$ cat src/rtl/irb_pkg.sv
// Package: shared types and constants for the indirect register bridge.
// Assumes a 16-bit internal address, whose upper byte carries one-hot selects.
package irb_pkg;

    typedef enum logic [1:0] {
        RGN_GLB = 2'd0,
        RGN_IO  = 2'd1,
        RGN_CH  = 2'd2
    } region_e;

    localparam int unsigned IADDR_W = 16;
    localparam int unsigned SECT_N  = 4;

    localparam logic [2:0] LOC_DLO   = 3'd0;
    localparam logic [2:0] LOC_DHI   = 3'd1;
    localparam logic [2:0] LOC_WADDR = 3'd2;
    localparam logic [2:0] LOC_RADDR = 3'd3;

    // Number of set bits in a select nibble.
    function automatic logic [2:0] sel_count(input logic [SECT_N-1:0] v);
        logic [2:0] n;
        n = '0;
        for (int i = 0; i < SECT_N; i++) n = n + {2'b00, v[i]};
        return n;
    endfunction

endpackage

$ cat src/rtl/irb_strobe_sync.sv
// Module: brings one asynchronous active-high strobe level into the core
// domain and flags its start for one cycle.
// Assumes the strobe stays high for more than STAGES+1 core clocks.
module irb_strobe_sync #(
    parameter int unsigned STAGES = 2
) (
    input  logic clk,
    input  logic rst_n,
    input  logic act_async,
    output logic start
);

    logic [STAGES-1:0] pipe_q;
    logic              prev_q;

    // Purpose: synchronizer chain plus one delay stage for the edge detect.
    always_ff @(posedge clk) begin
        if (!rst_n) begin
            pipe_q <= '0;
            prev_q <= 1'b0;
        end else begin
            pipe_q <= {pipe_q[STAGES-2:0], act_async};
            prev_q <= pipe_q[STAGES-1];
        end
    end

    assign start = pipe_q[STAGES-1] & ~prev_q;

endmodule

$ cat src/rtl/irb_region_decode.sv
// Module: splits an internal address into region, one-hot target select and
// register index, and reports whether the address names a single target.
// Assumes IDX_W <= 8, so the index lies below the select bits.
module irb_region_decode
    import irb_pkg::*;
#(
    parameter int unsigned IDX_W = 2
) (
    input  logic [IADDR_W-1:0] addr,
    output region_e            region,
    output logic [SECT_N-1:0]  sel,
    output logic [IDX_W-1:0]   idx,
    output logic               single
);

    logic [SECT_N-1:0] ch_bits;
    logic [SECT_N-1:0] io_bits;

    assign ch_bits = addr[15:12];
    assign io_bits = addr[11:8];
    assign idx     = addr[IDX_W-1:0];

    // Purpose: region priority is channel, then I/O section, then global.
    always_comb begin
        region = RGN_GLB;
        sel    = '0;
        single = 1'b1;
        if (ch_bits != '0) begin
            region = RGN_CH;
            sel    = ch_bits;
            single = (sel_count(ch_bits) == 3'd1);
        end else if (io_bits != '0) begin
            region = RGN_IO;
            sel    = io_bits;
            single = (sel_count(io_bits) == 3'd1);
        end
    end

endmodule

$ cat src/rtl/irb_seq.sv
// Module: access sequencer. Holds the shared internal address, snapshots the
// write word at launch, runs the fixed SEQ_LEN-cycle access window, issues the
// write pulse or captures read data, and keeps the sticky read-error flag.
// Assumes SEQ_LEN >= 2; launches that arrive while busy are dropped.
module irb_seq
    import irb_pkg::*;
#(
    parameter int unsigned WORD_W  = 32,
    parameter int unsigned SEQ_LEN = 4
) (
    input  logic               clk,
    input  logic               rst_n,
    input  logic               launch_wr,
    input  logic               launch_rd,
    input  logic [IADDR_W-1:0] addr_in,
    input  logic [WORD_W-1:0]  wdata_in,
    input  logic               rd_ok,
    input  logic [WORD_W-1:0]  rf_rdata,
    input  logic               err_clr,
    output logic               busy,
    output logic               core_we,
    output logic [IADDR_W-1:0] core_addr,
    output logic [WORD_W-1:0]  core_wdata,
    output logic [WORD_W-1:0]  rdata,
    output logic               err
);

    localparam int unsigned CNT_W = (SEQ_LEN > 1) ? $clog2(SEQ_LEN) : 1;
    localparam logic [CNT_W-1:0] CNT_LAST = CNT_W'(SEQ_LEN - 1);

    logic             busy_q;
    logic [CNT_W-1:0] cnt_q;
    logic             is_rd_q;
    logic             accept;
    logic             last;

    assign accept = (launch_wr | launch_rd) & ~busy_q;
    assign last   = busy_q & (cnt_q == CNT_LAST);

    // Purpose: access window state: busy flag, cycle count and access kind.
    always_ff @(posedge clk) begin
        if (!rst_n) begin
            busy_q  <= 1'b0;
            cnt_q   <= '0;
            is_rd_q <= 1'b0;
        end else if (accept) begin
            busy_q  <= 1'b1;
            cnt_q   <= '0;
            is_rd_q <= launch_rd;
        end else if (last) begin
            busy_q  <= 1'b0;
        end else if (busy_q) begin
            cnt_q   <= cnt_q + 1'b1;
        end
    end

    // Purpose: latch the shared address and the write word when a launch is taken.
    always_ff @(posedge clk) begin
        if (!rst_n) begin
            core_addr  <= '0;
            core_wdata <= '0;
        end else if (accept) begin
            core_addr  <= addr_in;
            core_wdata <= wdata_in;
        end
    end

    // Purpose: capture the read result, or zero for an ambiguous target.
    always_ff @(posedge clk) begin
        if (!rst_n) begin
            rdata <= '0;
        end else if (last && is_rd_q) begin
            rdata <= rd_ok ? rf_rdata : '0;
        end
    end

    // Purpose: sticky error flag; a new error wins over a same-cycle clear.
    always_ff @(posedge clk) begin
        if (!rst_n) begin
            err <= 1'b0;
        end else if (last && is_rd_q && !rd_ok) begin
            err <= 1'b1;
        end else if (err_clr) begin
            err <= 1'b0;
        end
    end

    assign busy    = busy_q;
    assign core_we = last & ~is_rd_q;

endmodule

$ cat src/rtl/irb_regfile.sv
// Module: test register file standing in for the internal registers: one
// global bank plus SECT_N I/O-section banks and SECT_N channel banks of
// 2**IDX_W words each. A write reaches every bank whose select bit is set.
// Assumes the read side is used only when a single target is selected.
module irb_regfile
    import irb_pkg::*;
#(
    parameter int unsigned WORD_W = 32,
    parameter int unsigned IDX_W  = 2
) (
    input  logic              clk,
    input  logic              rst_n,
    input  logic              we,
    input  region_e           region,
    input  logic [SECT_N-1:0] sel,
    input  logic [IDX_W-1:0]  idx,
    input  logic [WORD_W-1:0] wdata,
    output logic [WORD_W-1:0] rdata
);

    localparam int unsigned DEPTH = 1 << IDX_W;

    logic [WORD_W-1:0]             glb_q [DEPTH];
    logic [SECT_N-1:0][WORD_W-1:0] io_pick;
    logic [SECT_N-1:0][WORD_W-1:0] ch_pick;

    // Purpose: global bank write.
    always_ff @(posedge clk) begin
        if (!rst_n) begin
            for (int i = 0; i < DEPTH; i++) glb_q[i] <= '0;
        end else if (we && region == RGN_GLB) begin
            glb_q[idx] <= wdata;
        end
    end

    for (genvar s = 0; s < SECT_N; s++) begin : g_bank
        logic [WORD_W-1:0] io_q [DEPTH];
        logic [WORD_W-1:0] ch_q [DEPTH];

        // Purpose: I/O-section bank s write, taken when its select bit is set.
        always_ff @(posedge clk) begin
            if (!rst_n) begin
                for (int i = 0; i < DEPTH; i++) io_q[i] <= '0;
            end else if (we && region == RGN_IO && sel[s]) begin
                io_q[idx] <= wdata;
            end
        end

        // Purpose: channel bank s write, taken when its select bit is set.
        always_ff @(posedge clk) begin
            if (!rst_n) begin
                for (int i = 0; i < DEPTH; i++) ch_q[i] <= '0;
            end else if (we && region == RGN_CH && sel[s]) begin
                ch_q[idx] <= wdata;
            end
        end

        assign io_pick[s] = sel[s] ? io_q[idx] : '0;
        assign ch_pick[s] = sel[s] ? ch_q[idx] : '0;
    end

    // Purpose: read mux over the region and the selected bank.
    always_comb begin
        rdata = '0;
        case (region)
            RGN_GLB: rdata = glb_q[idx];
            RGN_IO:  for (int s = 0; s < SECT_N; s++) rdata = rdata | io_pick[s];
            RGN_CH:  for (int s = 0; s < SECT_N; s++) rdata = rdata | ch_pick[s];
            default: rdata = '0;
        endcase
    end

endmodule

$ cat src/rtl/ind_reg_bridge.sv
// Module: top of the indirect register bridge. Synchronizes the processor
// strobes, holds the split write word, routes direct locations, and connects
// the sequencer, the region decoder and the test register file.
// Assumes cpu_addr and cpu_din are stable for the whole strobe and that each
// strobe lasts at least SYNC_STAGES+1 core clocks.
module ind_reg_bridge
    import irb_pkg::*;
#(
    parameter int unsigned BUS_W       = 16,
    parameter int unsigned IDX_W       = 2,
    parameter int unsigned SEQ_LEN     = 4,
    parameter int unsigned SYNC_STAGES = 2
) (
    input  logic                 clk,
    input  logic                 rst_n,
    input  logic                 cpu_cs_n,
    input  logic                 cpu_wr_n,
    input  logic                 cpu_rd_n,
    input  logic [2:0]           cpu_addr,
    input  logic [BUS_W-1:0]     cpu_din,
    output logic [BUS_W-1:0]     cpu_dout,
    output logic                 cpu_dout_en,
    output logic                 core_we,
    output logic [IADDR_W-1:0]   core_addr,
    output logic [2*BUS_W-1:0]   core_wdata,
    output logic                 busy
);

    localparam int unsigned WORD_W = 2 * BUS_W;

    logic              wr_start;
    logic              rd_start;
    logic [BUS_W-1:0]  hold_lo_q;
    logic [BUS_W-1:0]  hold_hi_q;
    logic [WORD_W-1:0] rdata;
    logic [WORD_W-1:0] rf_rdata;
    logic              err;
    region_e           region;
    logic [SECT_N-1:0] sel;
    logic [IDX_W-1:0]  idx;
    logic              single;
    logic [BUS_W-1:0]  status;

    irb_strobe_sync #(.STAGES(SYNC_STAGES)) u_wr_sync (
        .clk       (clk),
        .rst_n     (rst_n),
        .act_async (~cpu_cs_n & ~cpu_wr_n),
        .start     (wr_start)
    );

    irb_strobe_sync #(.STAGES(SYNC_STAGES)) u_rd_sync (
        .clk       (clk),
        .rst_n     (rst_n),
        .act_async (~cpu_cs_n & ~cpu_rd_n),
        .start     (rd_start)
    );

    // Purpose: split holding registers for the pending write word.
    always_ff @(posedge clk) begin
        if (!rst_n) begin
            hold_lo_q <= '0;
            hold_hi_q <= '0;
        end else if (wr_start) begin
            if (cpu_addr == LOC_DLO) hold_lo_q <= cpu_din;
            if (cpu_addr == LOC_DHI) hold_hi_q <= cpu_din;
        end
    end

    irb_seq #(.WORD_W(WORD_W), .SEQ_LEN(SEQ_LEN)) u_seq (
        .clk        (clk),
        .rst_n      (rst_n),
        .launch_wr  (wr_start && cpu_addr == LOC_WADDR),
        .launch_rd  (wr_start && cpu_addr == LOC_RADDR),
        .addr_in    (IADDR_W'(cpu_din)),
        .wdata_in   ({hold_hi_q, hold_lo_q}),
        .rd_ok      (single),
        .rf_rdata   (rf_rdata),
        .err_clr    (rd_start && cpu_addr == LOC_WADDR),
        .busy       (busy),
        .core_we    (core_we),
        .core_addr  (core_addr),
        .core_wdata (core_wdata),
        .rdata      (rdata),
        .err        (err)
    );

    irb_region_decode #(.IDX_W(IDX_W)) u_dec (
        .addr   (core_addr),
        .region (region),
        .sel    (sel),
        .idx    (idx),
        .single (single)
    );

    irb_regfile #(.WORD_W(WORD_W), .IDX_W(IDX_W)) u_rf (
        .clk    (clk),
        .rst_n  (rst_n),
        .we     (core_we),
        .region (region),
        .sel    (sel),
        .idx    (idx),
        .wdata  (core_wdata),
        .rdata  (rf_rdata)
    );

    assign status      = {busy, err, {(BUS_W-2){1'b0}}};
    assign cpu_dout_en = ~cpu_cs_n & ~cpu_rd_n;

    // Purpose: direct-location read mux, driven only while a read is active.
    always_comb begin
        cpu_dout = '0;
        if (cpu_dout_en) begin
            case (cpu_addr)
                LOC_DLO:   cpu_dout = rdata[BUS_W-1:0];
                LOC_DHI:   cpu_dout = rdata[WORD_W-1:BUS_W];
                LOC_WADDR: cpu_dout = status;
                LOC_RADDR: cpu_dout = BUS_W'(core_addr);
                default:   cpu_dout = '0;
            endcase
        end
    end

endmodule

$ cat config.mk
export PLATFORM = sky130hd
export DESIGN_NAME = ind_reg_bridge
export DESIGN_NICKNAME = d
export VERILOG_FILES = /design/src/rtl/irb_pkg.sv /design/src/rtl/irb_strobe_sync.sv /design/src/rtl/irb_region_decode.sv /design/src/rtl/irb_seq.sv /design/src/rtl/irb_regfile.sv /design/src/rtl/ind_reg_bridge.sv
export SDC_FILE = /design/constraint.sdc
export NUM_CORES = 2
export LEC_CHECK = 0
export BUFFER_PORTS_ARGS = -buffer_cell sky130_fd_sc_hd__buf_2
export CORE_MARGIN = 3
export CORE_UTILIZATION = 35
export CTS_CLUSTER_DIAMETER = 150
export DETAILED_ROUTE_END_ITERATION = 6
export GPL_TIMING_DRIVEN = 0
export PLACE_DENSITY_LB_ADDON = 0.2
export SKIP_LAST_GASP = 1
export SLEW_MARGIN = 20
export SYNTH_ARGS = -nofsm -noshare
export SYNTH_HDL_FRONTEND = slang
export SYNTH_SLANG_ARGS = --single-unit
$ cat constraint.sdc
create_clock -name clk -period 12.4 [get_ports clk]
set_clock_uncertainty 0.05 [all_clocks]
set_input_delay 1.24 -clock clk [delete_from_list [all_inputs] [get_ports clk]]
set_output_delay 1.24 -clock clk [all_outputs]
set_load 0.02 [all_outputs]
==> metrics <==
RSZ-0062 raised after global routing=false; first-pass GRT wire length=roughly 310 mm; Area Growth Syn to Fin=16.7%; simple-gate portion of the synthesized area=~16%; Switching Share=21.7%; vias in the first global route=roughly 38000; worst hold endpoint=u_rd_sync.pipe_q[1]; P per Cell Area=between 100 and 150 mW/mm²; CP Launch Type=flop; synth warn=0; slowest stage delay, CP=~0.89 ns; FF+latch count, synth=1277; Root Buffer=clkbuf_16; Post-Synthesis Cells=slightly above 4000; Logic pwr share=~3.4%; Worst Hold Depth=1; status=complete, no violations; main combinational cell family by area after synthesis=simple AND/OR/NAND/NOR gates; final WL=between 200 and 250 mm; Final Hold Viols=0; R2R depth=8; Lkg Pwr=about 25 nW; main flop type after synthesis=edfxtp_1; Rows=148; CP max-delay cell=clkbuf_1; crit path capture type=output pin; Global Route Usage Sum=approximately a quarter; antenna violations before repair=20; post-synthesis compound-gate area fraction=slightly above 4%; cts hold-fix bufs=0; share of the synthesized area in the top cell type=around three fifths; via/cell ratio=roughly 5.7; Sink Count=1277; sequential power share=about half; Max-cap violations=0; sequential area share after synthesis=between 60% and 70%; Clk pwr share=between 40 and 50%; total power=around 0.0094 W; post-synthesis net count=roughly 4100; fin util=41.2%; Slew HR=between 10% and 20%; DRT iter0 DRCs=between 4000 and 5000; synthesized-area fraction occupied by xor and xnor cells=less than 1%; pin count of the biggest net entering global routing=21; die area=0.170 mm²; Synth Area in Adders=less than 1%; vias=37800; antenna-violating nets left=0; Die Y=412 µm; GRT Residual Overflow=0; CTS Buffer Depth=3; RR Startpoint=u_seq.core_addr[12]; Worst Path Required=approximately 11 ns; Min-Delay Startpoint=u_rd_sync.pipe_q[0]; most frequent cells in the layout=edfxtp_1, and2_1, and3_1; Cell variety after synth=51; tightest hold margin=~0.38 ns; CP dominant cell by count=clkbuf_1; Slew Viols, Final=0; CP Cell Sequence=clkbuf_1 -> clkbuf_1 -> mux4_2 -> nor2b_1 -> buf_2; Syn Std Cell Area=~0.058 mm²; worst path arrival time=about 4.0 ns; crit path time final=between 5 and 6 ns; Mean Syn Cell Area=roughly 14 µm²; final setup violation count=0; number of synthesized flops with an enable pin=about 1200; core area=roughly 0.16 mm²; GP Congestion=0.972; I/O Buffers=90; Worst VDD drop=0.131 mV; CTS tree=built; multiplexer share of the synthesized area=a little under an eighth; Crit Path Category=reg2out; Crit Path Max Fanout=10; top cells by area, synth=edfxtp_1, mux4_2, and2_1; RR Endpoint=u_rf.g_bank[3].io_q[3][16]; Nets=around 4400; slew at the pin closest to its max-slew limit=about 1.3 ns; Post-CTS Setup Repair Bufs=0; # H-tree levels=4; Reg clk slew, reported paths=around 0.060 ns; Int Pwr=about 0.0074 W; Max Freq=191 MHz; Initial Util=35.3%; fin crit share=between 40 and 50%; Psw=about 0.0020 W; worst reg2reg setup slack=around 8 ns; Final HPWL DP=approximately 160 mm; Yosys top cell by area=edfxtp_1; clock latency on the worst-skew pair=roughly 0.80 ns; layout cells sized above 1=around 17%; most common library cell in the layout ignoring fill and taps=edfxtp_1; Avg WL per Cell=33.5 µm; Post-CTS Resized=0; I/O pin cnt=91; Hold Path Class=reg2reg; DRC=0; Detailed Routing Iterations Pass 1=6; CTS buffer count=about 140; ys async rst share=0%; setup TNS after final layout=0 ns; Die X-Extent=around 410 µm
-- per-stage QoR --
stage | cells | worst slack, ns | instance area, µm²
5_1_grt | 6622 | 7.21 | 67300
3_5_place_dp | 6360 | 7.75 | 62700
6_report | 6646 | 7.15 | 67300
3_3_place_gp | 6305 | 3.77 | 60900
4_1_cts | 6622 | 7.26 | 67300
2_1_floorplan | 4040 | 7.76 | 57700
-- power by group through the flow --
stage | combinational, W | sequential, W | clock, W
2_1_floorplan | 0.000147 | 0.00493 | 0
3_3_place_gp | 0.000253 | 0.00496 | 0
3_5_place_dp | 0.000318 | 0.00493 | 0
4_1_cts | 0.000319 | 0.00484 | 0.00429
5_1_grt | 0.000330 | 0.00485 | 0.00446
6_report | 0.000320 | 0.00484 | 0.00426
-- how the worst max path moves through the flow --
stage                                       endpoint  slack, ns  cells past startpoint                 from
final                                   cpu_dout[15]       7.15                      5  u_seq.core_addr[15]
after global routing                    cpu_dout[15]       7.21                      5  u_seq.core_addr[15]
after detailed placement                 cpu_dout[4]       7.75                      7          cpu_addr[1]
after global placement    u_rf.g_bank[1].io_q[3][17]       3.77                      7  u_seq.core_addr[13]
after CTS                               cpu_dout[15]       7.26                      5  u_seq.core_addr[15]
after floorplan            u_rf.g_bank[2].io_q[1][0]       7.76                      4                rst_n
-- worst max-delay path, delay by kind of cell (launching register included) --
family | cells | cell delay (ns)
flops | 1 | 0.73
mux | 1 | 0.48
simple gates | 1 | 0.21
buf+inv | 3 | 1.73
-- final cells by class --
type / instances / area (µm²)
Antenna cell: 24 / 60.1
Buffer: 439 / 1810
Clock buffer: 200 / 4000
Clock inverter: 62 / 602
Fill cell: 15200 / 96000
Inverter: 37 / 139
Multi-Input combinational cell: 2287 / 19100
Sequential cell: 1277 / 37100
Tap cell: 2175 / 2720
Timing Repair Buffer: 145 / 1840
-- Yosys cell counts, types with 2 or more instances --
cell type / count
dfxtp_1: 125
a22oi_1: 33
and3b_1: 2
buf_6: 5
clkbuf_2: 12
nor4_4: 2
o211ai_1: 63
a22oi_4: 2
nor2_1: 53
mux4_2: 290
a21boi_1: 40
fa_1: 2
o31ai_1: 3
o21ai_0: 151
nand3_1: 4
buf_4: 9
and2_1: 582
nand2b_1: 5
edfxtp_1: 1152
mux2i_1: 31
inv_1: 37
buf_1: 14
a21boi_0: 26
a21oi_1: 14
and2b_1: 2
ha_1: 7
o21a_1: 2
or3_1: 4
o21ai_1: 42
nor3b_1: 2
clkbuf_1: 352
nor2b_1: 117
nand4_1: 2
and3_1: 576
buf_2: 47
nand2_1: 179
nor3_1: 37
-- flip-flops by register name, summed over array words and instances, names as in the netlist, named ones only --
name              cells
u_rf.g_bank.ch_q    512
u_rf.g_bank.io_q    512
u_rf.glb_q          128
u_seq.core_wdata     32
u_seq.rdata          32
hold_hi_q            16
hold_lo_q            16
u_seq.core_addr      16
u_rd_sync.pipe_q      2
u_seq.cnt_q           2
u_wr_sync.pipe_q      2
u_rd_sync.prev_q      1
u_seq.busy            1
u_seq.err             1
u_seq.is_rd_q         1
u_wr_sync.prev_q      1
-- per-layer routing --
layer | vias up | track usage (%) | part of all wire [%]
met4 | 2 | 9.38 | 3.8
met1 | 19800 | 36.0 | 42
li1 | 15700 | - | -
met5 | - | 0 | 0.0058
met2 | 1961 | 39.2 | 44
met3 | 317 | 7.69 | 10
-- cell families (layout without fill, tap and decap cells) --
group / after synthesis / count (layout)
muxes: 321 / 321
DFF: 1277 / 1277
buffers and inverters: 476 / 883
and+or+nand+nor: 1580 / 1580
adders and majority gates: 9 / 9
AOI/OAI and AO/OA: 376 / 376
xor gates and xnor gates: 1 / 1
other: 0 / 24
Note: power is estimated with default switching activity, not from simulation.
